==> src/rtl/rrc_pkg.sv <==
package rrc_pkg;
  localparam int unsigned PKT_MAX_BYTES = 64;
  localparam int unsigned IDLE_CHARS    = 3;
  localparam int unsigned LL_BAUD_MIN   = 46921;
endpackage

==> src/rtl/rrc_cfg_reg.sv <==
module rrc_cfg_reg #(
  parameter int unsigned BAUD_W      = 24,
  parameter int unsigned LL_BAUD_MIN = rrc_pkg::LL_BAUD_MIN
) (
  input  logic              clk_i,
  input  logic              rst_ni,
  input  logic              baud_upd_i,
  input  logic [BAUD_W-1:0] baud_i,
  input  logic              we_i,
  input  logic [7:0]        wdata_i,
  output logic [7:0]        rdata_o,
  output logic              ll_o
);
  logic slow_q, ll_q, slow_n;
  logic unused_wdata;

  assign slow_n       = baud_i < BAUD_W'(LL_BAUD_MIN);
  assign unused_wdata = ^wdata_i[7:1];

  // baud update has priority over a same-cycle write
  always_ff @(posedge clk_i or negedge rst_ni) begin
    if (!rst_ni) begin
      slow_q <= 1'b0;
      ll_q   <= 1'b0;
    end else if (baud_upd_i) begin
      slow_q <= slow_n;
      ll_q   <= slow_n;
    end else if (we_i) begin
      ll_q   <= wdata_i[0] | slow_q;
    end
  end

  assign rdata_o = {7'b0, ll_q};
  assign ll_o    = ll_q;
endmodule

==> src/rtl/rrc_idle_timer.sv <==
module rrc_idle_timer #(
  parameter int unsigned CHAR_W    = 16,
  parameter int unsigned IDLE_CHARS = rrc_pkg::IDLE_CHARS,
  localparam int unsigned CHR_W    = $clog2(IDLE_CHARS + 1)
) (
  input  logic              clk_i,
  input  logic              rst_ni,
  input  logic [CHAR_W-1:0] char_cycles_i,
  input  logic              fill_nz_i,
  input  logic              restart_i,
  output logic              timeout_o
);
  logic [CHAR_W-1:0] cyc_q;
  logic [CHR_W-1:0]  chr_q;
  logic              to_q;
  logic              run, wrap;

  assign run  = fill_nz_i && !to_q && !restart_i;
  // a zero setting behaves as one cycle per character
  assign wrap = ({1'b0, cyc_q} + 1'b1) >= {1'b0, char_cycles_i};

  always_ff @(posedge clk_i or negedge rst_ni) begin
    if (!rst_ni) begin
      cyc_q <= '0;
      chr_q <= '0;
      to_q  <= 1'b0;
    end else if (restart_i) begin
      cyc_q <= '0;
      chr_q <= '0;
      to_q  <= 1'b0;
    end else if (run) begin
      if (wrap) begin
        cyc_q <= '0;
        chr_q <= chr_q + 1'b1;
        if (chr_q + 1'b1 == CHR_W'(IDLE_CHARS)) to_q <= 1'b1;
      end else begin
        cyc_q <= cyc_q + 1'b1;
      end
    end
  end

  assign timeout_o = to_q;
endmodule

==> src/rtl/rrc_grant_ctl.sv <==
module rrc_grant_ctl #(
  parameter int unsigned FILL_W  = 8,
  parameter int unsigned PKT_MAX = rrc_pkg::PKT_MAX_BYTES,
  localparam int unsigned CNT_W  = $clog2(PKT_MAX + 1)
) (
  input  logic              clk_i,
  input  logic              rst_ni,
  input  logic [FILL_W-1:0] fill_i,
  input  logic              req_i,
  input  logic              ll_i,
  input  logic              timeout_i,
  input  logic              pkt_sent_i,
  output logic              grant_o,
  output logic              nak_o,
  output logic [CNT_W-1:0]  cnt_o,
  output logic              ready_o
);
  logic             busy_q, grant_q, nak_q;
  logic [CNT_W-1:0] cnt_q, cnt_n;
  logic             full, fill_nz;

  assign fill_nz = fill_i != '0;
  assign full    = fill_i >= FILL_W'(PKT_MAX);
  assign ready_o = fill_nz && (ll_i || full || timeout_i);
  assign cnt_n   = full ? CNT_W'(PKT_MAX) : CNT_W'(fill_i);

  always_ff @(posedge clk_i or negedge rst_ni) begin
    if (!rst_ni) begin
      busy_q  <= 1'b0;
      grant_q <= 1'b0;
      nak_q   <= 1'b0;
      cnt_q   <= '0;
    end else begin
      grant_q <= 1'b0;
      nak_q   <= 1'b0;
      if (pkt_sent_i) busy_q <= 1'b0;
      if (req_i) begin
        if (!busy_q && ready_o) begin
          grant_q <= 1'b1;
          cnt_q   <= cnt_n;
          busy_q  <= 1'b1;
        end else begin
          nak_q   <= 1'b1;
        end
      end
    end
  end

  assign grant_o = grant_q;
  assign nak_o   = nak_q;
  assign cnt_o   = grant_q ? cnt_q : '0;
endmodule

==> src/rtl/rx_release_ctrl.sv <==
module rx_release_ctrl #(
  parameter int unsigned FILL_W      = 8,
  parameter int unsigned CHAR_W      = 16,
  parameter int unsigned BAUD_W      = 24,
  parameter int unsigned PKT_MAX     = rrc_pkg::PKT_MAX_BYTES,
  parameter int unsigned IDLE_CHARS  = rrc_pkg::IDLE_CHARS,
  parameter int unsigned LL_BAUD_MIN = rrc_pkg::LL_BAUD_MIN,
  localparam int unsigned CNT_W      = $clog2(PKT_MAX + 1)
) (
  input  logic              clk_i,
  input  logic              rst_ni,
  input  logic              cfg_we_i,
  input  logic [7:0]        cfg_wdata_i,
  output logic [7:0]        cfg_rdata_o,
  input  logic              baud_upd_i,
  input  logic [BAUD_W-1:0] baud_i,
  input  logic [CHAR_W-1:0] char_cycles_i,
  input  logic [FILL_W-1:0] fill_i,
  input  logic              byte_in_i,
  input  logic              req_i,
  input  logic              pkt_sent_i,
  output logic              grant_o,
  output logic              nak_o,
  output logic [CNT_W-1:0]  grant_cnt_o,
  output logic              release_ready_o
);
  logic ll, timeout;

  rrc_cfg_reg #(.BAUD_W(BAUD_W), .LL_BAUD_MIN(LL_BAUD_MIN)) u_cfg (
    .clk_i, .rst_ni,
    .baud_upd_i, .baud_i,
    .we_i(cfg_we_i), .wdata_i(cfg_wdata_i),
    .rdata_o(cfg_rdata_o), .ll_o(ll)
  );

  rrc_idle_timer #(.CHAR_W(CHAR_W), .IDLE_CHARS(IDLE_CHARS)) u_timer (
    .clk_i, .rst_ni,
    .char_cycles_i,
    .fill_nz_i(fill_i != '0),
    .restart_i(byte_in_i | pkt_sent_i),
    .timeout_o(timeout)
  );

  rrc_grant_ctl #(.FILL_W(FILL_W), .PKT_MAX(PKT_MAX)) u_grant (
    .clk_i, .rst_ni,
    .fill_i, .req_i,
    .ll_i(ll), .timeout_i(timeout), .pkt_sent_i,
    .grant_o, .nak_o, .cnt_o(grant_cnt_o),
    .ready_o(release_ready_o)
  );
endmodule

==> config.mk <==
export PLATFORM = sky130hd
export DESIGN_NAME = rx_release_ctrl
export DESIGN_NICKNAME = d
export VERILOG_FILES = /design/src/rtl/rrc_pkg.sv /design/src/rtl/rrc_cfg_reg.sv /design/src/rtl/rrc_idle_timer.sv /design/src/rtl/rrc_grant_ctl.sv /design/src/rtl/rx_release_ctrl.sv
export SDC_FILE = /design/constraint.sdc
export NUM_CORES = 1
export LEC_CHECK = 0
export BUFFER_PORTS_ARGS = -buffer_cell sky130_fd_sc_hd__buf_2
export CAP_MARGIN = 0
export CORE_AREA = 2 2 70 72
export DETAILED_ROUTE_END_ITERATION = 10
export DIE_AREA = 0 0 72 74
export PLACE_DENSITY_LB_ADDON = 0.3
export SYNTH_ARGS = -nofsm -noshare
export SYNTH_HDL_FRONTEND = slang
export SYNTH_HIERARCHICAL = 1
export SYNTH_SLANG_ARGS = --single-unit
==> constraint.sdc <==
create_clock -name clk_i -period 4.84 [get_ports clk_i]
set_input_delay 0.968 -clock clk_i [delete_from_list [all_inputs] [get_ports clk_i]]
set_output_delay 0.968 -clock clk_i [all_outputs]
set_load 0.02 [all_outputs]
==> impl_metrics.ini, run 1 <==
[logic_synthesis]
syn_area_mm2 = 0.00241
synth-seq-cells = 31
synth_edf_count = 0
syn_inst = 280
synth-async-reset-ratio_pct = 100
synthFlopType = dfrtp_1
synth_cell_type_count = 55
synth_warnings = 6
synth.avg_cell_area_um2 = 8.61
ys_seq_area_share_pct = 32.2

[setup_path]
critPathBufInv = 1
cp.required_ns = 5.01
cp_top_family = simple AND/OR/NAND/NOR gates
setup.worst_path.start_class = flip-flop
cp_max_fo = 13
worstPathArrival_ns = 3.85
critPathMaxStageDelay_ns = 0.46
worstPathCellList = ha_1, nand4_4, nor2_2, and4_1, xor2_1, ha_1, nand4_1, nor3_1, a221o_1, a211oi_2, buf_4, nand2_1, o31ai_1
path_class = flip-flop to flip-flop
cp_slowest_cell = dfrtp_1
worst_path_most_repeated_cell = ha_1
endpoint_kind = flip-flop

[cells_and_area]
largest_reg_flops = 16
seqCellArea_um2 = 776
multiInputGateArea_mm2 = 0.00142
top_register = u_timer/cyc_q
nFillCells = 425
syn_to_final_growth_pct = 16.9
top_regs = u_timer/cyc_q (16), u_grant/cnt_q (7), u_timer/chr_q (2)
finalNetCount = 426
diodes = 0
layout-drive-gt1-share_pct = 28.2

[drt]
drt_iter0_drc = 86
routed_wl_mm = 4.75
drt_pass1_iterations = 4
wl_per_cell_um = 11.9
drt_drc_violations_left = 0
postRouteAntennaNets = 0
via_per_inst = 5.40
vias = 2148

[sta]
finalCriticalPeriod_ns = 3.68
setup_tns_ns = 0
fin_hold_ws_ns = 0.519
drv_slew = 0
setup_violations = 0
skew_ns = 0.00777
max_freq_mhz = 272
grt_setup_unrepaired = no
hold_viol = 0
worst_slew_pin_slew_ns = 0.989
relSlewSlack_pct = 34.1
min_period_over_period_pct = 76.0

[global_routing]
grt_usage_pct = 19.4
grt_max_degree = 32
grt_pass1_vias = 1986
overflow = 0
antenna_found_initial = 0
grt_pass1_wl_mm = 8.35

[die]
initial_utilization_pct = 52.4
dieArea_mm2 = 0.00533
core_area_mm2 = 0.00460
io_pins = 81
row_count = 25
die_w_um = 72
die_h_um = 74

[pwr]
p_leak_nw = 1.46
p_sw_mw = 0.152
comb_power_share_pct = 18.3
swShare_pct = 27.0
seqPwrFrac_pct = 49.9
vdd_drop_max_mv = 0.179
clkPwrFrac_pct = 31.8
p_int_mw = 0.409
powerDensity_mw_per_mm2 = 199
finalPower_mw = 0.561

[cts]
root_buffer = clkbuf_8
cts.htree.levels = 2
worstSkewPairLatency_ns = 0.27
cts_hold_buf = 0
tritoncts = yes
numClockSinks = 31
ctsResizeCount = 0
clk_pin_slew_worst_paths_ns = 0.06
cts_buffer_depth = 2
cts_buffers = 5
cts_setup_buffers = 0

[run]
max-cap-violations = 0

[placed_design]
dp_hpwl_mm = 3.82
port_buffers = 66
place_congestion = 0.848

[worst_hold_path]
holdCritPathClass = flip-flop to flip-flop

[status]
status = finished, final reports clean
[cell type report]
type	instances	area share, %
multi-input cells	203	50.4
inverters	36	4.80
repair buffers	68	12.3
flip-flops and latches	31	27.5
well taps	54	2.40
clock buffers	6	2.58
[power groups by stage]
stage                     Clock, mW  Combinational, mW  Sequential, mW
after floorplan                   0             0.0616           0.284
after global placement            0              0.101           0.284
after detailed placement          0              0.103           0.285
after CTS                     0.182              0.104           0.280
after global routing          0.198              0.117           0.282
final                         0.178              0.103           0.280
[cells by family after synthesis]
family          synth area share, %
buf+inv                        9.97
other cells                   0.156
flops                          32.2
fa+ha+maj                      9.35
xor+xnor                       5.09
compound gates                 17.0
mux                           0.623
simple gates                   25.6
[path summary, 6_finish.rpt]
kind / cells after the start / from / endpoint / slack, ns
min: 2 / u_grant/cnt_q[1]$_DFFE_PN0P_ / u_grant/cnt_q[1]$_DFFE_PN0P_ / 0.52
max reg2reg: 13 / u_timer/cyc_q[0]$_DFFE_PN0P_ / u_timer/cyc_q[4]$_DFFE_PN0P_ / 1.16
max: 13 / u_timer/cyc_q[0]$_DFFE_PN0P_ / u_timer/cyc_q[4]$_DFFE_PN0P_ / 1.16
min reg2reg: 2 / u_grant/cnt_q[1]$_DFFE_PN0P_ / u_grant/cnt_q[1]$_DFFE_PN0P_ / 0.52
min in group asynchronous: 1 / rst_ni / u_grant/cnt_q[0]$_DFFE_PN0P_ / 0.74
max in group asynchronous: 1 / rst_ni / u_timer/cyc_q[0]$_DFFE_PN0P_ / 3.66
[per-stage QoR]
stage / util, % / instance area, um2 / instances / setup WS [ns]
after floorplan: - / 2430 / 286 / 1.81
after global placement: 59.7 / 2740 / 392 / 1.19
after detailed placement: 59.7 / 2740 / 392 / 1.12
after CTS: 61.3 / 2820 / 398 / 1.09
after global routing: 61.3 / 2820 / 398 / 0.812
final: 61.3 / 2820 / 398 / 1.16
[synth_stat cells, drive strengths merged (3+ instances only)]
| master | instances | area (um2) |
|---|---|---|
| o21ai | 14 | 70.1 |
| a21oi | 9 | 48.8 |
| nor3 | 7 | 40.0 |
| nor4 | 6 | 65.1 |
| a211oi | 6 | 67.6 |
| ha | 18 | 225 |
| dfrtp | 31 | 776 |
| nand2 | 29 | 109 |
| xnor2 | 9 | 78.8 |
| o2bb2ai | 3 | 26.3 |
| inv | 36 | 135 |
| nor2 | 20 | 77.6 |
| or2 | 3 | 18.8 |
| clkbuf | 4 | 15.0 |
| buf | 12 | 90.1 |
| xor2 | 5 | 43.8 |
| a21o | 3 | 22.5 |
| o31ai | 8 | 85.1 |
| nand4 | 10 | 77.6 |
| and2 | 7 | 43.8 |
| nand3 | 14 | 70.1 |
[layout by cell type, fill, tap and decap left out, types with 2 or more instances in the layout]
| cell type | netlist | final |
|---|---|---|
| buf_2 | 0 | 66 |
| inv_1 | 36 | 36 |
| dfrtp_1 | 31 | 31 |
| nand2_1 | 29 | 29 |
| nor2_1 | 19 | 19 |
| ha_1 | 18 | 18 |
| nand3_1 | 14 | 14 |
| nand4_1 | 9 | 9 |
| xnor2_1 | 9 | 9 |
| o21ai_0 | 8 | 8 |
| a21oi_1 | 8 | 7 |
| conb_1 | 1 | 7 |
| and2_1 | 7 | 7 |
| nor3_1 | 6 | 6 |
| o21ai_1 | 6 | 6 |
| clkbuf_8 | 0 | 5 |
| xor2_1 | 5 | 5 |
| o31ai_2 | 5 | 5 |
| nor4_1 | 3 | 3 |
| or2_2 | 3 | 3 |
| a21o_1 | 3 | 3 |
| a211oi_1 | 3 | 3 |
| o2bb2ai_1 | 3 | 3 |
| o31ai_1 | 3 | 3 |
| nor4b_2 | 2 | 2 |
| o22ai_1 | 2 | 2 |
| nand2b_1 | 2 | 2 |
| nor4_2 | 2 | 2 |
| a211oi_2 | 2 | 2 |
| a21oi_2 | 1 | 2 |
| nor2b_1 | 2 | 2 |
| buf_4 | 10 | 2 |
[tightest hold or removal path, delay by kind of cell (launching register included)]
family / cells / cell delay [ns]
AO/OA/AOI/OAI: 1 / 0.06
buffers and inverters: 1 / 0.05
flip-flops: 1 / 0.37
[layer usage]
metal	GRT usage [%]	vias to the layer above	part of all wire [%]
met5	0	-	0
met3	3.66	2	3.2
li1	-	1081	-
met4	2.52	0	0.17
met1	24.4	1029	44
met2	35.7	36	53
Note: power is estimated with default switching activity, not from simulation.
==> inputs of run 2 (changes only) <==
--- a/config.mk
+++ b/config.mk
@@ -7,9 +7,9 @@
 export LEC_CHECK = 0
 export BUFFER_PORTS_ARGS = -buffer_cell sky130_fd_sc_hd__buf_2
 export CAP_MARGIN = 0
-export CORE_AREA = 2 2 70 72
+export CORE_AREA = 2 2 72 74
 export DETAILED_ROUTE_END_ITERATION = 10
-export DIE_AREA = 0 0 72 74
+export DIE_AREA = 0 0 74 76
 export PLACE_DENSITY_LB_ADDON = 0.3
 export SYNTH_ARGS = -nofsm -noshare
 export SYNTH_HDL_FRONTEND = slang
==> constraint.sdc (replaced) <==
create_clock -name clk_i -period 3.86 [get_ports clk_i]
set_input_delay 0.772 -clock clk_i [delete_from_list [all_inputs] [get_ports clk_i]]
set_output_delay 0.772 -clock clk_i [all_outputs]
set_load 0.02 [all_outputs]
==> impl_metrics.ini, run 2 (same netlist as run 1, synthesis figures left out) <==
[status]
status = finished, final reports clean

[global_routing]
grt_pass1_wl_mm = 8.51
overflow = 0
antenna_found_initial = 0
grt_max_degree = 32
grt_pass1_vias = 1969
grt_usage_pct = 18.8

[placed_design]
place_congestion = 0.770
place_area_mm2 = 0.00276
dp_hpwl_mm = 3.87
port_buffers = 66

[cells_and_area]
syn_to_final_growth_pct = 19.8
largest_reg_flops = 16
finalNetCount = 426
top_register = u_timer/cyc_q
fin_util_pct = 58.8
stdcell_area_mm2 = 0.00289
top_regs = u_timer/cyc_q (16), u_grant/cnt_q (7), u_timer/chr_q (2)
diodes = 0
final_common_cell = buf_2
layout-drive-gt1-share_pct = 29.5
final_cell_mix = buf_2 (66), inv_1 (36), dfrtp_1 (31)

[cts]
tritoncts = yes
cts.htree.levels = 2
cts_buffers = 5
cts_buffer_depth = 2
worstSkewPairLatency_ns = 0.28
numClockSinks = 31
clk_pin_slew_worst_paths_ns = 0.07
root_buffer = clkbuf_8

[die]
core_area_mm2 = 0.00491
die_w_um = 74
initial_utilization_pct = 49.1
io_pins = 81
dieArea_mm2 = 0.00562
row_count = 26
die_h_um = 76

[setup_path]
path_class = flip-flop to flip-flop
cp-startpoint = u_timer/cyc_q[2]$_DFFE_PN0P_
worst_r2r_endpoint = u_timer/cyc_q[5]$_DFFE_PN0P_
r2r_cells = 12
r2r_slack_ns = 0.36
cp_slowest_cell = dfrtp_1
cp.required_ns = 4.05
worstPathCellList = and4_4, nand4_1, nor2_1, xnor2_1, inv_1, ha_1, a21oi_1, nand2_1, a221o_1, a211oi_2, nand2_2, o31ai_1
rr_startpoint = u_timer/cyc_q[2]$_DFFE_PN0P_
endpoint_kind = flip-flop
worstPathArrival_ns = 3.69
setup.worst_path.start_class = flip-flop
cp_max_fo = 13
critPathMaxStageDelay_ns = 0.50
crit_end = u_timer/cyc_q[5]$_DFFE_PN0P_

[sta]
min_period_over_period_pct = 90.8
skew_ns = 0.00349
hold_viol = 0
setup_violations = 0
finalCriticalPeriod_ns = 3.50
setup_tns_ns = 0
grt_setup_unrepaired = no
relSlewSlack_pct = 54.3
drv_slew = 0
max_freq_mhz = 285
worst_slew_pin_slew_ns = 0.685

[pwr]
p_leak_nw = 1.48
finalPower_mw = 0.814
powerDensity_mw_per_mm2 = 282
vdd_drop_max_mv = 0.140

[drt]
postRouteAntennaNets = 0
drt_pass1_iterations = 4
drt_drc_violations_left = 0
vias = 2128
via_per_inst = 5.12
routed_wl_mm = 5.01
wl_per_cell_um = 12.0
drt_iter0_drc = 104

[worst_hold_path]
holdCritPathClass = flip-flop to flip-flop

[run]
max-cap-violations = 0
run 2: cell types whose count changed in the layout (fill, tap and decap cells not counted):
cell and delta:
ha_2 +1, ha_1 -1, clkbuf_1 -1, clkinv_2 +1
nand2_1 -1, bufinv_16 +1, nand2_2 +1, clkbuf_8 +1
run 2: final cells by class:
| cell class | count | area (um2) |
|---|---|---|
| fillers | 442 | 2030 |
| multi-input cells | 203 | 1430 |
| flip-flops and latches | 31 | 776 |
| repair buffers | 68 | 345 |
| inverters | 36 | 135 |
| well taps | 70 | 87.6 |
| clock buffers | 6 | 82.6 |
| clock inverters | 2 | 35.0 |
run 2: report_power, final:
group          switching (mW)  leakage [nW]  internal, mW
combinational          0.0751         0.997        0.0544
clock                   0.125        0.0612         0.209
sequential             0.0116         0.421         0.339
run 2: critical path: cells and delay by family, from the launching register on:
kind	cells	cell delay [ns]
xor+xnor	1	0.17
flops	1	0.50
buf+inv	1	0.07
fa+ha+maj	1	0.30
compound gates	4	1.21
simple gates	5	1.14
run 2: per-stage QoR:
stage,setup slack (ns),hold slack [ns],cells
after global routing,0.0399,0.545,416
after detailed placement,0.121,0.504,408
after floorplan,0.830,0.476,286
after CTS,0.0702,0.519,416
final,0.356,0.520,416
after global placement,0.208,0.496,408
run 2: timing repair:
item                                    4_1_cts  5_1_grt
resized for setup                             0        2
hold buffers                                  0        0
setup buffers                                 0        0
endpoints found under the setup margin        0       13
run 2: how the worst min path moves through the flow:
stage	end	from	slack (ns)	cells after the start
finish	u_timer/chr_q[1]$_DFFE_PN0P_	u_timer/chr_q[1]$_DFFE_PN0P_	0.52	1
global route	u_timer/chr_q[1]$_DFFE_PN0P_	u_timer/chr_q[1]$_DFFE_PN0P_	0.55	1
CTS	u_timer/chr_q[1]$_DFFE_PN0P_	u_timer/chr_q[1]$_DFFE_PN0P_	0.52	1
detailed placement	u_timer/chr_q[1]$_DFFE_PN0P_	u_timer/chr_q[1]$_DFFE_PN0P_	0.50	1
global placement	u_timer/chr_q[1]$_DFFE_PN0P_	u_timer/chr_q[1]$_DFFE_PN0P_	0.50	1
floorplan	u_cfg/ll_o$_DFFE_PN0P_	rst_ni	0.48	0
run 2: per-layer routing:
layer  part of all wire (%)  routed length [um]  track usage, %  up-vias
li1                       -                   -               -     1083
met1                     43                2160            23.4      984
met3                    3.8                 190            3.04        6
met2                     52                2610            32.8       55
met4                    1.0                  50            5.64        0
met5                      0                   0               0        -
==> inputs of run 3 (changes only) <==
--- a/config.mk
+++ b/config.mk
@@ -8,9 +8,11 @@
 export BUFFER_PORTS_ARGS = -buffer_cell sky130_fd_sc_hd__buf_2
 export CAP_MARGIN = 0
 export CORE_AREA = 2 2 72 74
+export CTS_BUF_LIST = sky130_fd_sc_hd__clkbuf_8
 export DETAILED_ROUTE_END_ITERATION = 10
 export DIE_AREA = 0 0 74 76
 export PLACE_DENSITY_LB_ADDON = 0.3
+export RECOVER_POWER = 100
 export SYNTH_ARGS = -nofsm -noshare
 export SYNTH_HDL_FRONTEND = slang
 export SYNTH_HIERARCHICAL = 1
==> impl_metrics.ini, run 3 (same netlist as run 1, synthesis figures left out) <==
[cells_and_area]
diodes = 0
layout-drive-gt1-share_pct = 23.4
syn_to_final_growth_pct = 16.4
finalNetCount = 426
largest_reg_flops = 16
top_register = u_timer/cyc_q
final_common_cell = buf_2
nFillCells = 467
final_cell_mix = buf_2 (55), inv_1 (36), dfrtp_1 (31)
top_regs = u_timer/cyc_q (16), u_grant/cnt_q (7), u_timer/chr_q (2)

[global_routing]
overflow = 0
grt_pass1_vias = 1969
antenna_found_initial = 0
grt_max_degree = 32
grt_pass1_wl_mm = 8.51
grt_usage_pct = 18.8

[cts]
worstSkewPairLatency_ns = 0.28
root_buffer = clkbuf_8
cts_buffers = 5
clk_pin_slew_worst_paths_ns = 0.07
cts.htree.levels = 2
cts_buffer_depth = 2
cts_setup_buffers = 0
numClockSinks = 31
cts_hold_buf = 0
tritoncts = yes

[drt]
routed_wl_mm = 5.05
wl_per_cell_um = 12.1
drt_drc_violations_left = 0
postRouteAntennaNets = 0
vias = 2120
via_per_inst = 5.10
drt_pass1_iterations = 4
drt_iter0_drc = 95

[die]
core_area_mm2 = 0.00491
row_count = 26
io_pins = 81
initial_utilization_pct = 49.1
die_w_um = 74
dieArea_mm2 = 0.00562
die_h_um = 76

[setup_path]
worstPathArrival_ns = 3.69
path_class = flip-flop to flip-flop
setup.worst_path.start_class = flip-flop
cp_max_fo = 8
endpoint_kind = flip-flop
cp.required_ns = 4.09

[sta]
relSlewSlack_pct = -9.33
min_period_over_period_pct = 89.6
max_freq_mhz = 289
drv_slew = 32
skew_ns = 0.00477
setup_tns_ns = 0
grt_setup_unrepaired = no
worst_slew_pin_slew_ns = 1.64
fin_hold_ws_ns = 0.521
setup_violations = 0
hold_viol = 0
finalCriticalPeriod_ns = 3.46

[pwr]
p_leak_nw = 1.42
vdd_drop_max_mv = 0.140
powerDensity_mw_per_mm2 = 287

[run]
max-cap-violations = 1

[worst_hold_path]
holdCritPathClass = flip-flop to flip-flop

[placed_design]
place_congestion = 0.770
port_buffers = 66
dp_hpwl_mm = 3.87

[status]
failed_checks = capacitance limit, slew limit
status = complete, but fails checks
==> run 3: changes by cell type in the layout (fill, tap and decap cells not counted), moves of 2 or more <==
cell      change
o31ai_2       -5
clkbuf_1     +12
o21ai_0       +6
o31ai_1       +5
and2_1        -2
o21ai_1       -6
buf_2        -11
and2_0        +2
==> run 3: power breakdown <==
| part | switching, mW | internal, mW |
|---|---|---|
| clock | 0.124 | 0.209 |
| combinational | 0.0713 | 0.0501 |
| sequential | 0.0118 | 0.339 |
| total | 0.207 | 0.598 |
==> run 3: worst max-delay path: stages, from the launching register on <==
cell and delay (ns):
dfrtp_1 0.50, and4_4 0.31, nand4_4 0.13, nor2_2 0.19, and4_1 0.27, xor2_1 0.19, ha_1 0.27, nand4_1 0.14
nor3_1 0.09, a221o_1 0.31, a211oi_2 0.35, clkbuf_1 0.36, a21o_1 0.17, a22o_1 0.12
==> run 3: worst paths after layout <==
path | start | to | slack, ns | cells after the start
worst max-delay path | u_timer/cyc_q[2]$_DFFE_PN0P_ | u_timer/cyc_q[14]$_DFFE_PN0P_ | 0.40 | 13
worst max register to register | u_timer/cyc_q[2]$_DFFE_PN0P_ | u_timer/cyc_q[14]$_DFFE_PN0P_ | 0.40 | 13
worst min register to register | u_timer/chr_q[1]$_DFFE_PN0P_ | u_timer/chr_q[1]$_DFFE_PN0P_ | 0.52 | 1
max in group asynchronous | rst_ni | u_timer/cyc_q[0]$_DFFE_PN0P_ | 2.01 | 1
worst min-delay path | u_timer/chr_q[1]$_DFFE_PN0P_ | u_timer/chr_q[1]$_DFFE_PN0P_ | 0.52 | 1
min in group asynchronous | rst_ni | u_grant/cnt_q[1]$_DFFE_PN0P_ | 0.90 | 1
==> run 3: repair_timing <==
action | 4_1_cts | 5_1_grt
resized for setup | 0 | 2
endpoints found under the setup margin | 0 | 13
hold endpoints to repair | 0 | 0
==> run 3: per-stage QoR <==
step / area [um2] / power (mW) / setup WS [ns] / utilization (%) / instances
after floorplan: 2430 / 0.433 / 0.830 / - / 286
after global placement: 2760 / 0.483 / 0.208 / 56.3 / 408
after detailed placement: 2760 / 0.486 / 0.121 / 56.3 / 408
after CTS: 2880 / 0.820 / 0.0702 / 58.7 / 416
after global routing: 2810 / 0.849 / 0.139 / 57.1 / 416
final: 2810 / 0.805 / 0.400 / 57.1 / 416
==> run 3: per-layer routing <==
metal | part of all wire, % | global-route usage [%]
met5 | 0 | 0
met4 | 0.61 | 5.64
met3 | 3.0 | 3.04
met2 | 52 | 32.8
met1 | 44 | 23.4
==> run 3: cell type report <==
class	instances	area [um2]	area share, %
clock inverter	2	35.0	1.25
timing repair buffer	68	328	11.7
sequential	31	776	27.7
inverter	36	135	4.82
tap	70	87.6	3.12
multi-input combinational	203	1360	48.5
clock buffer	6	82.6	2.94
